### config.mk
export PLATFORM = sky130hd
export DESIGN_NAME = dbg_deadband
export DESIGN_NICKNAME = d
export VERILOG_FILES = /design/src/rtl/dbg_pkg.sv /design/src/rtl/dbg_shadow.sv /design/src/rtl/dbg_edge_delay.sv /design/src/rtl/dbg_deadband.sv
export SDC_FILE = /design/constraint.sdc
export NUM_CORES = 1
export LEC_CHECK = 0
export ABC_AREA = 1
export ABC_CLOCK_PERIOD_IN_PS = 2200
export BUFFER_PORTS_ARGS = -buffer_cell sky130_fd_sc_hd__buf_2
export CORE_ASPECT_RATIO = 1.2
export CORE_UTILIZATION = 42
export DETAILED_ROUTE_END_ITERATION = 10
export PLACE_DENSITY = 0.61
export SYNTH_ARGS = -nofsm -noshare
export SYNTH_HDL_FRONTEND = slang
export SYNTH_SLANG_ARGS = --single-unit
### constraint.sdc
create_clock -name clk -period 2.2 [get_ports clk]
set_clock_uncertainty 0.05 [all_clocks]
set_input_delay 0.66 -clock clk [delete_from_list [all_inputs] [get_ports clk]]
set_output_delay 0.66 -clock clk [all_outputs]
set_load 0.005 [all_outputs]
### src/rtl/dbg_pkg.sv
package dbg_pkg;
  typedef enum logic [1:0] {
    UPD_NOW    = 2'd0,
    UPD_LOCAL  = 2'd1,
    UPD_GLOBAL = 2'd2,
    UPD_SPARE  = 2'd3
  } upd_mode_e;

  localparam int unsigned CTRL_EN_BIT = 2;
endpackage

### src/rtl/dbg_shadow.sv
module dbg_shadow
  import dbg_pkg::*;
#(
  parameter int unsigned W = 12
) (
  input  logic         clk,
  input  logic         rst_n,
  input  upd_mode_e    mode,
  input  logic         wr,
  input  logic [W-1:0] wdata,
  input  logic         zero_evt,
  input  logic         gflag,
  output logic [W-1:0] active
);
  logic [W-1:0] pend_q, active_q;
  logic         pflag_q;

  // events brought out for assertions
  logic         has_pend;
  logic [W-1:0] next_pend;
  logic         commit_now;

  function automatic logic sync_commit(input upd_mode_e m, input logic hp,
                                       input logic z, input logic g);
    case (m)
      UPD_LOCAL:  sync_commit = hp & z;
      UPD_GLOBAL: sync_commit = hp & z & g;
      default:    sync_commit = 1'b0;
    endcase
  endfunction

  assign has_pend  = wr | pflag_q;
  assign next_pend = wr ? wdata : pend_q;
  assign commit_now = ((mode == UPD_NOW) || (mode == UPD_SPARE)) ? wr
                    : sync_commit(mode, has_pend, zero_evt, gflag);

  always_ff @(posedge clk) begin
    if (!rst_n) begin
      pend_q   <= '0;
      active_q <= '0;
      pflag_q  <= 1'b0;
    end else begin
      pend_q <= next_pend;
      if (commit_now) begin
        active_q <= next_pend;
        pflag_q  <= 1'b0;
      end else if ((mode == UPD_NOW) || (mode == UPD_SPARE)) begin
        pflag_q <= 1'b0;
      end else begin
        pflag_q <= has_pend;
      end
    end
  end

  assign active = active_q;

  p_hold_r10: assert property (@(posedge clk) disable iff (!rst_n)
    !commit_now |=> $stable(active_q));
  p_imm_r7: assert property (@(posedge clk) disable iff (!rst_n)
    (mode == UPD_NOW && wr) |=> active_q == $past(wdata));
  p_local_r8: assert property (@(posedge clk) disable iff (!rst_n)
    (mode == UPD_LOCAL && !zero_evt) |=> $stable(active_q));
  p_global_r9: assert property (@(posedge clk) disable iff (!rst_n)
    (mode == UPD_GLOBAL && !(zero_evt && gflag)) |=> $stable(active_q));
endmodule

### src/rtl/dbg_edge_delay.sv
module dbg_edge_delay #(
  parameter int unsigned W = 12
) (
  input  logic         clk,
  input  logic         rst_n,
  input  logic         en,
  input  logic         lvl_in,
  input  logic [W-1:0] dly,
  output logic         gate
);
  localparam logic [W-1:0] RUN_MAX = {W{1'b1}};

  logic [W-1:0] run_q;
  logic         gate_q;
  logic         wait_done;

  function automatic logic [W-1:0] sat_inc(input logic [W-1:0] v);
    sat_inc = (v == RUN_MAX) ? v : v + 1'b1;
  endfunction

  assign wait_done = (run_q >= dly);

  always_ff @(posedge clk) begin
    if (!rst_n) begin
      run_q  <= '0;
      gate_q <= 1'b0;
    end else if (!lvl_in) begin
      run_q  <= '0;
      gate_q <= 1'b0;
    end else begin
      run_q  <= sat_inc(run_q);
      gate_q <= en ? wait_done : 1'b1;
    end
  end

  assign gate = gate_q;

  p_fall_r4: assert property (@(posedge clk) disable iff (!rst_n)
    !lvl_in |=> !gate_q);
  p_src_high_r2: assert property (@(posedge clk) disable iff (!rst_n)
    gate_q |-> $past(lvl_in));
  p_zero_r11: assert property (@(posedge clk) disable iff (!rst_n)
    (en && dly == '0) |=> gate_q == $past(lvl_in));
  p_bypass_r6: assert property (@(posedge clk) disable iff (!rst_n)
    !en |=> gate_q == $past(lvl_in));
endmodule

### src/rtl/dbg_deadband.sv
module dbg_deadband
  import dbg_pkg::*;
#(
  parameter int unsigned DLY_W  = 12,
  parameter int unsigned ADDR_W = 2
) (
  input  logic              clk,
  input  logic              rst_n,
  input  logic              wr_en,
  input  logic [ADDR_W-1:0] wr_addr,
  input  logic [DLY_W-1:0]  wr_data,
  input  logic              cnt_zero,
  input  logic              gsync_req,
  input  logic              pwm_in,
  output logic              gate_a,
  output logic              gate_b
);
  localparam int unsigned NCH = 2;
  localparam logic [ADDR_W-1:0] CTRL_ADDR = ADDR_W'(2);

  upd_mode_e mode_q;
  logic      en_q;
  logic      gflag_q;
  logic      ctrl_wr;
  logic [NCH-1:0] ch_gate;

  assign ctrl_wr = wr_en && (wr_addr == CTRL_ADDR);

  always_ff @(posedge clk) begin
    if (!rst_n) begin
      mode_q <= UPD_NOW;
      en_q   <= 1'b0;
    end else if (ctrl_wr) begin
      mode_q <= upd_mode_e'(wr_data[1:0]);
      en_q   <= wr_data[CTRL_EN_BIT];
    end
  end

  always_ff @(posedge clk) begin
    if (!rst_n)                  gflag_q <= 1'b0;
    else if (gsync_req)          gflag_q <= 1'b1;
    else if (cnt_zero && gflag_q) gflag_q <= 1'b0;
  end

  generate
    for (genvar i = 0; i < NCH; i++) begin : g_ch
      logic             ch_wr;
      logic [DLY_W-1:0] ch_dly;
      logic             ch_lvl;

      assign ch_wr  = wr_en && (wr_addr == ADDR_W'(i));
      assign ch_lvl = (i == 0) ? pwm_in : ~pwm_in;

      dbg_shadow #(.W(DLY_W)) u_shadow (
        .clk      (clk),
        .rst_n    (rst_n),
        .mode     (mode_q),
        .wr       (ch_wr),
        .wdata    (wr_data),
        .zero_evt (cnt_zero),
        .gflag    (gflag_q),
        .active   (ch_dly)
      );

      dbg_edge_delay #(.W(DLY_W)) u_delay (
        .clk    (clk),
        .rst_n  (rst_n),
        .en     (en_q),
        .lvl_in (ch_lvl),
        .dly    (ch_dly),
        .gate   (ch_gate[i])
      );
    end
  endgenerate

  assign gate_a = ch_gate[0];
  assign gate_b = ch_gate[1];

  p_gflag_clear_r9: assert property (@(posedge clk) disable iff (!rst_n)
    (cnt_zero && gflag_q && !gsync_req) |=> !gflag_q);
  p_gflag_set_r9: assert property (@(posedge clk) disable iff (!rst_n)
    gsync_req |=> gflag_q);
  p_no_overlap_r5: assert property (@(posedge clk) disable iff (!rst_n)
    en_q |=> !(gate_a && gate_b));
endmodule

==> impl_metrics.env <==
export IMPL_htreeDepth=3
export IMPL_m1WireLength_mm=4.19
export IMPL_overflow=0
export IMPL_met3_length_um=229
export IMPL_root_buffer="clkbuf_16"
export IMPL_critPathCaptureType="register"
export IMPL_start_util=0.435
export IMPL_seqPwrFrac=0.454
export IMPL_synth_area_um2=4160
export IMPL_firstDrtPassIters=4
export IMPL_pwr_share_clk=0.471
export IMPL_grt_pass1_vias=3518
export IMPL_first_iter_violations=138
export IMPL_drive_gt1_frac=0.0898
export IMPL_die_y_um=111
export IMPL_synth_avg_cell_area_um2=6.73
export IMPL_outcome="completed"
export IMPL_syn2layout_area_growth_pct=12.7
export IMPL_track_usage=0.191
export IMPL_dp_slack_ps=194
export IMPL_cp_slowest_cell="dfxtp_1"
export IMPL_antenna_cells=0
export IMPL_wirelength_mm=9.01
export IMPL_power_leakage_nw=2.21
export IMPL_final_cell_mix="nand2_1, inv_1, nor2_1, dfxtp_1, nand3_1"
export IMPL_fin_ws_ps=400
export IMPL_io_pins=22
export IMPL_wl_met2_mm=4.50
export IMPL_critical_path_buf_inv_count=2
export IMPL_multiInputGateArea_um2=2040
export IMPL_cts_buffers=9
export IMPL_clock_sinks=80
export IMPL_path_max_fanout=12
export IMPL_period_share=0.818
export IMPL_nFillCells=975
export IMPL_final_core_utilization=0.490
export IMPL_seq_area_um2=1600
export IMPL_final_cells=769
export IMPL_p_total_mw=3.32
export IMPL_ys_warn_count=0
export IMPL_die_x_um=92.9
export IMPL_layout_commonest_cell="nand2_1"
export IMPL_drc_errors=0
export IMPL_placedCellCount=753
export IMPL_synth_fp_nets=667
export IMPL_worstPathArrival_ps=2020
export IMPL_seq_area_frac_synth=0.385
export IMPL_gp_congestion=0.811
export IMPL_dpl_hpwl_mm=6.66
export IMPL_wl_per_cell_um=11.7
export IMPL_period_needed_ps=1800
export IMPL_cp_cell_sequence="inv_1 > ha_1 > nor2_1 > nand2_1 > nand2_1 > nand2_1 > inv_2 > nor2_1 > nor2_1"
export IMPL_top_layer="met4"
export IMPL_finalHoldViolations=0
export IMPL_peakVddDrop_mv=0.425
export IMPL_hold_class="register to register"
export IMPL_hold_ws_ps=433
export IMPL_p_per_area_nw_per_um2=707
export IMPL_grt_max_degree=27
export IMPL_setup_tns_final_ps=0
export IMPL_slew_viol_final=0
export IMPL_max_cap_violations=0
export IMPL_yosys_cell_types_count=25
export IMPL_nets=689
export IMPL_postCtsHoldBufs=0
export IMPL_pwr_share_comb=0.075
export IMPL_ant_nets=0
export IMPL_clock_latency_ps=330
export IMPL_postCtsSetupRepairBufs=0
export IMPL_crit_type="register to register"
export IMPL_io_buffers=21
export IMPL_power_switching_mw=0.791
export IMPL_grt_pass1_wl_mm=15.8
export IMPL_num_vias=3652
export IMPL_setup_violations=0
export IMPL_place_area_um2=4370
export IMPL_cpPeakStageDelay_ps=330
export IMPL_rows=39
export IMPL_die_area_um2=10300
export IMPL_cp_start_kind="register"
export IMPL_design_area_um2=4690
export IMPL_fp_coreArea_um2=9560
export IMPL_crit_required_ps=2420
export IMPL_fmax_mhz=555
export IMPL_vias_per_cell=4.75
export IMPL_relSlewSlack=0.619
export IMPL_cts_buffer_depth=2
export IMPL_switching_share=0.238
export IMPL_worst_slew_pin_slew_ps=569
export IMPL_clkTransAtPathRegs_ps=60
export IMPL_ys_ff_latch=80
export IMPL_cpLargestDelayFamily="simple AND/OR/NAND/NOR gates"
export IMPL_synthCells=619
export IMPL_tritoncts="done"
export IMPL_p_int_mw=2.52
export IMPL_cts_resized_gates=0
export IMPL_grt_setup_unrepaired="no"
export IMPL_antenna_found_initial=0
-- worst paths after layout --
path | slack [ps] | startpoint | cells after the start | endpoint
worst max-delay path | 400 | mode_q[0] | 9 | g_ch[0].u_shadow.active[10]
worst min-delay path | 430 | g_ch[0].u_shadow.active[7] | 2 | g_ch[0].u_shadow.active[7]
worst max register to register | 400 | mode_q[0] | 9 | g_ch[0].u_shadow.active[10]
worst min register to register | 430 | g_ch[0].u_shadow.active[7] | 2 | g_ch[0].u_shadow.active[7]
-- per-layer routing --
layer	up-vias	GRT usage
met5	-	0
met4	0	0.0646
met3	7	0.0364
met2	42	0.335
met1	1641	0.231
li1	1962	-
-- cell usage after synthesis (all sizes together) --
| library cell | count | share of area |
|---|---|---|
| a21oi | 34 | 0.041 |
| a31oi | 2 | 0.0030 |
| buf | 16 | 0.024 |
| clkbuf | 2 | 0.0018 |
| dfxtp | 80 | 0.38 |
| ha | 28 | 0.084 |
| inv | 109 | 0.098 |
| nand2 | 156 | 0.14 |
| nand3 | 52 | 0.068 |
| nand4 | 8 | 0.012 |
| nor2 | 93 | 0.086 |
| nor3b | 2 | 0.0036 |
| o21ai | 33 | 0.042 |
| xnor2 | 2 | 0.0042 |
| xor2 | 2 | 0.0042 |
-- final cells by class --
cell class,instances,share of cell area
clock buffers,11,0.0539
clock inverters,5,0.0136
inverters,109,0.0872
multi-input cells,412,0.436
flip-flops and latches,80,0.341
well taps,123,0.0328
repair buffers,29,0.0352
-- worst reg2reg max path, stage by stage, from the launching register on --
cell and delay (ps):
dfxtp_1 330, inv_1 60, ha_1 330, nor2_1 110
nand2_1 120, nand2_1 280, nand2_1 110, inv_2 180
nor2_1 60, nor2_1 100
-- flip-flops by register name, indices dropped and copies added, names as in the netlist --
signal / flops
g_ch.u_delay.run_q: 24
g_ch.u_shadow.active: 24
g_ch.u_shadow.pend_q: 24
g_ch.u_delay.gate: 2
g_ch.u_shadow.pflag_q: 2
mode_q: 2
en_q: 1
gflag_q: 1
-- logic make-up after synthesis --
family / count (synthesis) / synth area share
and+or+nand+nor: 311 / 0.312
buffers and inverters: 127 / 0.124
DFF: 80 / 0.385
AOI/OAI and AO/OA: 69 / 0.0862
adders and majority gates: 28 / 0.0841
xor gates and xnor gates: 4 / 0.00841
-- power by group through the flow --
| stage | Sequential [mW] | Combinational, mW | Clock (mW) |
|---|---|---|---|
| finish | 1.50 | 0.250 | 1.56 |
| global route | 1.51 | 0.287 | 1.66 |
| CTS | 1.50 | 0.251 | 1.59 |
| detailed placement | 1.54 | 0.249 | 0 |
| global placement | 1.54 | 0.245 | 0 |
| floorplan | 1.53 | 0.177 | 0 |
Power figures use the tool's default switching activity.
